--- src/rtl/msi_pkg.sv ---
package msi_pkg;
    localparam int REG_W   = 32;
    localparam int MDATA_W = 16;
    localparam int NUM_VEC = 2;
    localparam int NUM_SRC = 3;

    typedef enum logic [1:0] {
        REG_CTRL    = 2'd0,
        REG_ADDR_LO = 2'd1,
        REG_ADDR_HI = 2'd2,
        REG_DATA    = 2'd3
    } msi_reg_e;

    typedef enum logic {
        ST_IDLE = 1'b0,
        ST_SEND = 1'b1
    } issue_state_e;

    localparam logic [2:0] MMC_TWO = 3'b001;
endpackage

--- src/rtl/msi_cfg_regs.sv ---
module msi_cfg_regs
    import msi_pkg::*;
#(
    parameter int RW = REG_W,
    parameter int DW = MDATA_W
) (
    input  logic          clk,
    input  logic          rst_n,
    input  logic          reg_we,
    input  logic [1:0]    reg_addr,
    input  logic [RW-1:0] reg_wdata,
    output logic [RW-1:0] reg_rdata,
    output logic          msi_en,
    output logic          two_vec,
    output logic [RW-1:0] addr_lo,
    output logic [RW-1:0] addr_hi,
    output logic [DW-1:0] msg_data
);
    logic [2:0] mme;

    always_ff @(posedge clk or negedge rst_n) begin
        if (!rst_n) begin
            msi_en   <= 1'b0;
            mme      <= 3'd0;
            addr_lo  <= '0;
            addr_hi  <= '0;
            msg_data <= '0;
        end else if (reg_we) begin
            unique case (msi_reg_e'(reg_addr))
                REG_CTRL: begin
                    msi_en <= reg_wdata[0];
                    mme    <= reg_wdata[6:4];
                end
                REG_ADDR_LO: addr_lo  <= reg_wdata;
                REG_ADDR_HI: addr_hi  <= reg_wdata;
                REG_DATA:    msg_data <= reg_wdata[DW-1:0];
            endcase
        end
    end

    assign two_vec = (mme != 3'd0);

    always_comb begin
        reg_rdata = '0;
        unique case (msi_reg_e'(reg_addr))
            REG_CTRL: begin
                reg_rdata[0]   = msi_en;
                reg_rdata[3:1] = MMC_TWO;
                reg_rdata[6:4] = mme;
                reg_rdata[7]   = 1'b1;
            end
            REG_ADDR_LO: reg_rdata = addr_lo;
            REG_ADDR_HI: reg_rdata = addr_hi;
            REG_DATA:    reg_rdata[DW-1:0] = msg_data;
        endcase
    end
endmodule

--- src/rtl/msi_pending.sv ---
module msi_pending
    import msi_pkg::*;
#(
    parameter int NS = NUM_SRC,
    parameter int NV = NUM_VEC
) (
    input  logic          clk,
    input  logic          rst_n,
    input  logic [NS-1:0] src,
    input  logic          msi_en,
    input  logic [NV-1:0] clr,
    output logic [NV-1:0] pend
);
    logic [NS-1:0] src_q;
    logic [NS-1:0] rise;
    logic [NV-1:0] set;

    always_ff @(posedge clk or negedge rst_n) begin
        if (!rst_n) src_q <= '0;
        else        src_q <= src;
    end

    assign rise = src & ~src_q;

    // vector 0: post queue alone; vector 1: every other source
    assign set[0] = rise[0];
    assign set[1] = |rise[NS-1:1];

    for (genvar v = 0; v < NV; v++) begin : g_vec
        always_ff @(posedge clk or negedge rst_n) begin
            if (!rst_n)       pend[v] <= 1'b0;
            else if (!msi_en) pend[v] <= 1'b0;
            else              pend[v] <= set[v] | (pend[v] & ~clr[v]);
        end
    end

    // an edge while enabled always leaves the vector pending
    a_r3_edge_sets: assert property (@(posedge clk) disable iff (!rst_n)
        (msi_en && rise[0]) |=> pend[0]);
endmodule

--- src/rtl/msi_issue_fsm.sv ---
module msi_issue_fsm
    import msi_pkg::*;
#(
    parameter int RW = REG_W,
    parameter int DW = MDATA_W,
    parameter int NV = NUM_VEC
) (
    input  logic            clk,
    input  logic            rst_n,
    input  logic [NV-1:0]   pend,
    input  logic            msi_en,
    input  logic            two_vec,
    input  logic [RW-1:0]   addr_lo,
    input  logic [RW-1:0]   addr_hi,
    input  logic [DW-1:0]   msg_data,
    input  logic            wr_ack,
    output logic [NV-1:0]   clr,
    output logic            wr_req,
    output logic [2*RW-1:0] wr_addr,
    output logic [RW-1:0]   wr_data,
    output logic            wr_dac
);
    issue_state_e state, state_nxt;
    logic         sel, sel_nxt;
    logic         any_go;

    assign any_go = msi_en && (|pend);

    always_comb begin
        state_nxt = state;
        sel_nxt   = sel;
        unique case (state)
            ST_IDLE: if (any_go) begin
                state_nxt = ST_SEND;
                sel_nxt   = pend[0] ? 1'b0 : 1'b1;
            end
            ST_SEND: if (wr_ack) state_nxt = ST_IDLE;
        endcase
    end

    always_ff @(posedge clk or negedge rst_n) begin
        if (!rst_n) begin
            state   <= ST_IDLE;
            sel     <= 1'b0;
            wr_addr <= '0;
            wr_data <= '0;
            wr_dac  <= 1'b0;
        end else begin
            state <= state_nxt;
            sel   <= sel_nxt;
            if (state == ST_IDLE && any_go) begin
                wr_addr <= {addr_hi, addr_lo};
                wr_dac  <= (addr_hi != '0);
                wr_data <= '0;
                wr_data[DW-1:1] <= msg_data[DW-1:1];
                wr_data[0] <= two_vec ? !pend[0] : msg_data[0];
            end
        end
    end

    always_comb begin
        wr_req = (state == ST_SEND);
        clr    = '0;
        if (state == ST_SEND && wr_ack) clr[sel] = 1'b1;
    end

    a_r8_hold: assert property (@(posedge clk) disable iff (!rst_n)
        (wr_req && !wr_ack) |=> (wr_req && $stable(wr_addr) && $stable(wr_data) && $stable(wr_dac)));

    a_r7_dac_flag: assert property (@(posedge clk) disable iff (!rst_n)
        wr_req |-> (wr_dac == (wr_addr[2*RW-1:RW] != '0)));

    a_r9_postq_first: assert property (@(posedge clk) disable iff (!rst_n)
        (state == ST_IDLE && msi_en && pend[0]) |=> (wr_req && !sel));
endmodule

--- src/rtl/msi_irq_gen.sv ---
module msi_irq_gen
    import msi_pkg::*;
(
    input  logic        clk,
    input  logic        rst_n,
    input  logic        reg_we,
    input  logic [1:0]  reg_addr,
    input  logic [31:0] reg_wdata,
    output logic [31:0] reg_rdata,
    input  logic        src_postq,
    input  logic        src_doorbell,
    input  logic        src_msg,
    output logic        wr_req,
    input  logic        wr_ack,
    output logic [63:0] wr_addr,
    output logic [31:0] wr_data,
    output logic        wr_dac,
    output logic        irq_n
);
    logic               msi_en, two_vec;
    logic [REG_W-1:0]   addr_lo, addr_hi;
    logic [MDATA_W-1:0] msg_data;
    logic [NUM_VEC-1:0] pend, clr;
    logic [NUM_SRC-1:0] src;

    assign src = {src_msg, src_doorbell, src_postq};

    msi_cfg_regs #(.RW(REG_W), .DW(MDATA_W)) u_regs (
        .clk(clk), .rst_n(rst_n), .reg_we(reg_we), .reg_addr(reg_addr),
        .reg_wdata(reg_wdata), .reg_rdata(reg_rdata), .msi_en(msi_en),
        .two_vec(two_vec), .addr_lo(addr_lo), .addr_hi(addr_hi), .msg_data(msg_data)
    );

    msi_pending #(.NS(NUM_SRC), .NV(NUM_VEC)) u_pend (
        .clk(clk), .rst_n(rst_n), .src(src), .msi_en(msi_en), .clr(clr), .pend(pend)
    );

    msi_issue_fsm #(.RW(REG_W), .DW(MDATA_W), .NV(NUM_VEC)) u_fsm (
        .clk(clk), .rst_n(rst_n), .pend(pend), .msi_en(msi_en), .two_vec(two_vec),
        .addr_lo(addr_lo), .addr_hi(addr_hi), .msg_data(msg_data), .wr_ack(wr_ack),
        .clr(clr), .wr_req(wr_req), .wr_addr(wr_addr), .wr_data(wr_data), .wr_dac(wr_dac)
    );

    assign irq_n = ~((|src) & ~msi_en);

    a_r10_msg_only_enabled: assert property (@(posedge clk) disable iff (!rst_n)
        $rose(wr_req) |-> $past(msi_en));
endmodule

--- config.mk ---
export PLATFORM = sky130hd
export DESIGN_NAME = msi_irq_gen
export DESIGN_NICKNAME = d
export VERILOG_FILES = /design/src/rtl/msi_pkg.sv /design/src/rtl/msi_cfg_regs.sv /design/src/rtl/msi_pending.sv /design/src/rtl/msi_issue_fsm.sv /design/src/rtl/msi_irq_gen.sv
export SDC_FILE = /design/constraint.sdc
export NUM_CORES = 1
export LEC_CHECK = 0
export BUFFER_PORTS_ARGS = -buffer_cell sky130_fd_sc_hd__buf_4
export CORE_ASPECT_RATIO = 0.5
export CORE_MARGIN = 2
export CORE_UTILIZATION = 45
export CTS_CLUSTER_DIAMETER = 50
export DETAILED_ROUTE_END_ITERATION = 8
export PLACE_DENSITY = 0.65
export RECOVER_POWER = 100
export SYNTH_ARGS = -nofsm -noshare
export SYNTH_HDL_FRONTEND = slang
export SYNTH_SLANG_ARGS = --single-unit
--- constraint.sdc ---
create_clock -name clk -period 3.96 [get_ports clk]
set_input_delay 0.396 -clock clk [delete_from_list [all_inputs] [get_ports clk]]
set_output_delay 0.396 -clock clk [all_outputs]
set_load 0.005 [all_outputs]
## After elaboration in Yosys (flattened, before gate mapping)

Cells that the tools add are included.

| cells by class | value |
|---|---|
| magnitude comparators | 2 |
| eq/ne operators | 3 |
| multiplexer cells | 13 |
| bitwise logic cells | 12 |
| reduce and logical (&&, ||, !) cells | 16 |

Operators with widths:

| operator | number |
|---|---|
| one-hot mux 16 bit (2 select lines) | 1 |
| one-hot mux 8 bit (4 select lines) | 1 |
| nonzero test 32 bit | 1 |
| one-hot mux 8 bit (3 select lines) | 1 |
| AND reduction 2 bit | 5 |
| 2-to-1 mux 1 bit | 7 |
| inverter 1 bit | 5 |
| == test 2 bit, second input constant | 2 |
| logical AND 1 bit | 4 |
| OR reduction 2 bit | 2 |
| AND 1 bit | 3 |
| AND 3 bit | 1 |
| inverter 3 bit | 1 |
| nonzero test 3 bit | 1 |
| OR reduction 3 bit | 1 |
| == test 2 x 1 -> 1 bit, second input constant | 1 |
| zero test 2 bit | 1 |
| < comparator 1 x 2 -> 1 bit, second input constant | 1 |
| 2-to-1 mux 2 bit | 1 |
| OR 1 bit | 2 |
| one-hot mux 1 bit (2 select lines) | 1 |
| demux 1 bit (select 1 bit) | 1 |
| >= comparator 1 bit, second input constant | 1 |
| zero test 1 bit | 1 |

| word-level totals | value |
|---|---|
| flip-flop bits (word level) | 172 |
| bits of input ports | 41 |
| output and inout bits | 131 |
| word-level logic and storage cells | 59 |

## Logic depth before layout (Yosys ltp)

| depth | value |
|---|---|
| depth in word-level cells | 9 |
| depth in mapped cells | 6 |
| depth with buffers taken out | 4 |

## Cells and area by module

From an unflattened synthesis, not the netlist that was laid out.

| unflattened totals | value |
|---|---|
| cell total of the unflattened synthesis | 498 |
| area total of the unflattened synthesis | 7,649.8 um^2 |

By module, submodules not included:

| module | instances | cells each | area an instance (um^2) | seq. area each (um^2) |
|---|---|---|---|---|
| msi_cfg_regs | 1 | 270 | 3,747.3 | 2,102.0 |
| msi_issue_fsm | 1 | 214 | 3,718.6 | 2,077.0 |
| msi_pending | 1 | 12 | 172.7 | 125.1 |
| msi_irq_gen | 1 | 2 | 11.3 | 0.0 |

## Worst setup path before layout

Ideal clock, no wire load.

| path | value |
|---|---|
| kind | in2out |
| from | input reg_addr[1] |
| to | output reg_rdata[0] |
| arrival | 1.362 ns |
| required time | 3.564 ns |
| slack | 2.202 ns |
| cell stages on the path | 6 |
| path buffers | 2 |
| cell sequence | inv_1 > ha_1 > clkbuf_1 > clkbuf_1 > a222oi_1 > mux2i_1 |

| between the ends | value |
|---|---|
| cells in the longest elaborated chain, start to end | 2 |
| elaborated cells on any way between the ends | 5 |
| those cells by class | 3 x eq/ne; 1 x mux; 1 x reduce/logical |

Ends and longest elaborated chain:

| item | RTL line | source |
|---|---|---|
| start: declaration | msi_irq_gen.sv:7 | `input logic [1:0] reg_addr,` |
| == test 2 bit (tied with other cells) | msi_cfg_regs.sv:45 | `unique case (msi_reg_e'(reg_addr))` |
| one-hot mux 8 bit (4 select lines) (*) | msi_cfg_regs.sv:45 |  |
| end: declaration | msi_irq_gen.sv:9 | `output logic [31:0] reg_rdata,` |

Every way passes the cells marked *; elsewhere a longest branch is shown, timed or not.

## Worst setup path in the final report

| path | value |
|---|---|
| from | input reg_addr[0] |
| to | register u_regs.addr_hi[26] |

| between the ends | value |
|---|---|
| cells in the longest elaborated chain, start to end | 2 |

Ends and longest elaborated chain:

| item | RTL line | source |
|---|---|---|
| == test 2 bit | msi_cfg_regs.sv:29 | `unique case (msi_reg_e'(reg_addr))` |
| AND reduction 2 bit (no source line) | - |  |
| end signal: assignment | msi_cfg_regs.sv:35 | `REG_ADDR_HI: addr_hi <= reg_wdata;` |
| end: declaration | msi_cfg_regs.sv:16 | `output logic [RW-1:0] addr_hi,` |

Every way passes these cells.
A chain may end at the register's enable or synchronous reset.

==> reports/results.tsv <==
stage	metric	value	unit
outcome	outcome	finished, violations left	
outcome	violations	capacitance limit, slew limit	
detailed_routing	drc	0	
cells_and_area	area_delta_synth_final	18.3	%
logic_synthesis	yosys_warnings	0	
timing	slew_viol_final	176	
clock_tree	cts_buffer_depth	2	
detailed_routing	wl	16.9	mm
power_and_ir_drop	sequentialPowerShare	46.7	%
global_routing	antenna_found_initial	0	
power_and_ir_drop	comb_power_share	26.1	%
detailed_routing	vias	4611	
critical_path	r2r_slack	1.92	ns
cells_and_area	fin_nets	689	
timing	hold_slack	0.123	ns
logic_synthesis	ys_ff_latch	172	
global_routing	grt_overflow	0	
global_routing	grt_start_max_net_pins	111	
detailed_routing	first_pass_iters	7	
clock_tree	clkTransAtPathRegs	0.07	ns
timing	tightest_slew	2.76	ns
clock_tree	cts_buffers	17	
placement	port_buffers	155	
cells_and_area	fill_cells	1451	
clock_tree	cts_setup_buffers	0	
clock_tree	cts-root-buf	clkbuf_16	
placement	hpwl	11.1	mm
power_and_ir_drop	ir_drop	0.361	mV
timing	hold_viol_final	0	
power_and_ir_drop	power_leakage	4.06	nW
timing	rsz0062_at_grt	no	
detailed_routing	routed_via_density	5.22	
die	ios	172	
logic_synthesis	postSynthCellCount	495	
clock_tree	cts_tree	done	
timing	finClkSkew	0.00843	ns
logic_synthesis	synth.largest_area_cell	dfrtp_1	
clock_tree	post_cts_resized	0	
die	rows	33	
die	die-area	18000	um^2
power_and_ir_drop	p_sw_share	29.1	%
flow_run	maxCapViolCount	3	
critical_path	ff2ff_path_depth	4	
critical_path	critPathKind	in2reg	
critical_path	crit_family	simple AND/OR/NAND/NOR gates	
logic_synthesis	synthesis.area	7600	um^2
critical_path	path_buf_inv	2	
power_and_ir_drop	clock_power_share	27.1	%
detailed_routing	routedWlPerCell	19.1	um
power_and_ir_drop	p_sw	1.72	mW
critical_path	cp_max_fo	32	
logic_synthesis	avgSynthCellArea	15.4	um^2
critical_path	cp.depth	5	
die	floorplan.initialDensity	46.2	%
logic_synthesis	yosysSeqAreaShare	56.6	%
timing	max_freq	340	MHz
logic_synthesis	yosysTopAreaCellShare	56.6	%
cells_and_area	final-seq-area	4300	um^2
placement	globalplace.congestion	0.743	
global_routing	grt_usage	19.8	%
critical_path	cp_data_arrival_time	3.24	ns
clock_tree	clkLatencyLatePin	0.42	ns
hold_path	min_path_cells	1	
clock_tree	holdBufCountCts	0	
detailed_routing	route.antenna.remaining_nets	0	
global_routing	first_global_vias	4746	
timing	finalCriticalPeriod	2.95	ns
global_routing	grt_pass1_wl	27.2	mm
timing	relSlewSlack	-84.2	%
die	die_w	188	um
critical_path	max_stage_delay	1.16	ns
critical_path	critPathCaptureType	register	
logic_synthesis	synth.area.top_cells	dfrtp_1 57%, mux2_4 15%, mux2_2 10%	
timing	final.setup.tns	0	ns
critical_path	crit_chain	clkbuf_1 > inv_1 > ha_1 > nand2_1 > mux2_1	
clock_tree	cts.sinks	172	
critical_path	cp-start-kind	input pin	
timing	setup_slack	1.01	ns
timing	setup_viol	0	
cells_and_area	drive_above_1_share	38.0	%
die	dieHeight	95.9	um
die	core-area	16400	um^2
timing	fin_crit_sh	74.4	%
power_and_ir_drop	intPower	4.18	mW
cells_and_area	multi_input_area	2640	um^2
critical_path	cp.required	4.25	ns
logic_synthesis	yosys.cell_types.count	30	
clock_tree	htreeDepth	4	
critical_path	slowest_stage	nand2_1	
detailed_routing	drt_iter0_markers	286	
power_and_ir_drop	power.density	655	nW/um^2
placement	place_ws	1.47	ns
cells_and_area	num_antenna_cells	0	
hold_path	hp-class	in2reg	
==> kinds of logic (layout without fill, tap and decap cells) <==
logic type,after synthesis,in the layout,share of synthesized area [%]
compound gates,44,44,4.56
simple gates,51,51,3.72
buf+inv,54,200,5.52
flops,172,172,56.6
fa+ha+maj,5,5,0.823
mux,168,168,28.7
other cells,1,16,0.0494
==> sequential cells by signal (all words and copies together), names as in the netlist <==
| register | flops |
|---|---|
| u_fsm.sel | 1 |
| u_fsm.wr_addr | 64 |
| u_fsm.wr_dac | 1 |
| u_fsm.wr_data | 16 |
| u_fsm.wr_req | 1 |
| u_pend.pend | 2 |
| u_pend.src_q | 3 |
| u_regs.addr_hi | 32 |
| u_regs.addr_lo | 32 |
| u_regs.mme | 3 |
| u_regs.msg_data | 16 |
| u_regs.msi_en | 1 |
==> synth_stat cells, drive strengths merged <==
| cell type | instances |
|---|---|
| a22oi | 18 |
| conb | 1 |
| and4 | 2 |
| nand2 | 7 |
| a21o | 1 |
| dfrtp | 172 |
| o21ai | 1 |
| clkbuf | 12 |
| nand2b | 1 |
| a222oi | 15 |
| inv | 9 |
| and2 | 1 |
| buf | 33 |
| nand3 | 1 |
| nor2b | 17 |
| a31oi | 1 |
| nor4 | 9 |
| mux2i | 4 |
| nor2 | 11 |
| mux2 | 164 |
| or3 | 1 |
| ha | 5 |
| a21oi | 7 |
| or2 | 1 |
| o31ai | 1 |
==> cells in the final DEF, fill, tap and decap left out, types with 5 or more instances in the layout <==
| cell | netlist | final |
|---|---|---|
| dfrtp_1 | 172 | 172 |
| clkbuf_4 | 0 | 104 |
| mux2_1 | 16 | 93 |
| mux2_2 | 70 | 70 |
| buf_4 | 16 | 38 |
| a22oi_1 | 18 | 18 |
| nor2b_1 | 16 | 17 |
| clkbuf_16 | 0 | 17 |
| conb_1 | 1 | 16 |
| a222oi_1 | 15 | 15 |
| clkbuf_1 | 12 | 14 |
| nor2_1 | 11 | 11 |
| inv_1 | 9 | 9 |
| nor4_1 | 9 | 9 |
| a21oi_1 | 7 | 7 |
| nand2_1 | 7 | 7 |
| ha_1 | 5 | 5 |
==> through the flow <==
stage	total power, mW	util [%]	instances	cell area [um^2]
5_1_grt	6.24	54.7	883	8990
3_3_place_gp	4.81	53.5	851	8790
3_5_place_dp	4.84	53.5	851	8790
6_report	5.89	54.7	883	8990
2_1_floorplan	3.89	-	510	7650
4_1_cts	6.46	56.9	883	9350
==> power groups by stage <==
stage                     sequential, mW  clock, mW  combinational, mW
after floorplan                     2.73          0               1.15
after global placement              2.82          0               1.98
after detailed placement            2.83          0               2.02
after CTS                           2.80       1.63               2.03
after global routing                2.83       1.71               1.70
final                               2.75       1.60               1.54
==> layer usage <==
layer | up-vias | GRT usage [%] | routed length, um
li1 | 2063 | - | -
met1 | 2404 | 27.5 | 8040
met2 | 129 | 32.1 | 7820
met3 | 15 | 4.08 | 857
met4 | 0 | 5.05 | 166
met5 | - | 0 | 0
==> path summary, 6_finish.rpt <==
check | start | to
max | reg_addr[0] | u_regs.addr_hi[26]$_DFFE_PN0P_
min | src_doorbell | u_pend.src_q[1]$_DFF_PN0_
max reg2reg | u_fsm.wr_req$_DFF_PN0_ | u_fsm.wr_addr[36]$_DFFE_PN0P_
min reg2reg | u_fsm.wr_addr[9]$_DFFE_PN0P_ | u_fsm.wr_addr[9]$_DFFE_PN0P_
max in group asynchronous | rst_n | u_fsm.wr_addr[25]$_DFFE_PN0P_
min in group asynchronous | rst_n | u_fsm.wr_addr[12]$_DFFE_PN0P_
==> final cells by class <==
class / count / area share (%)
inverters: 9 / 0.376
flip-flops and latches: 172 / 47.9
well taps: 227 / 3.16
repair buffers: 159 / 12.9
clock buffers: 21 / 5.34
multi-input cells: 284 / 29.4
clock inverters: 11 / 0.946
No activity file was read; power rests on OpenSTA's default activity.
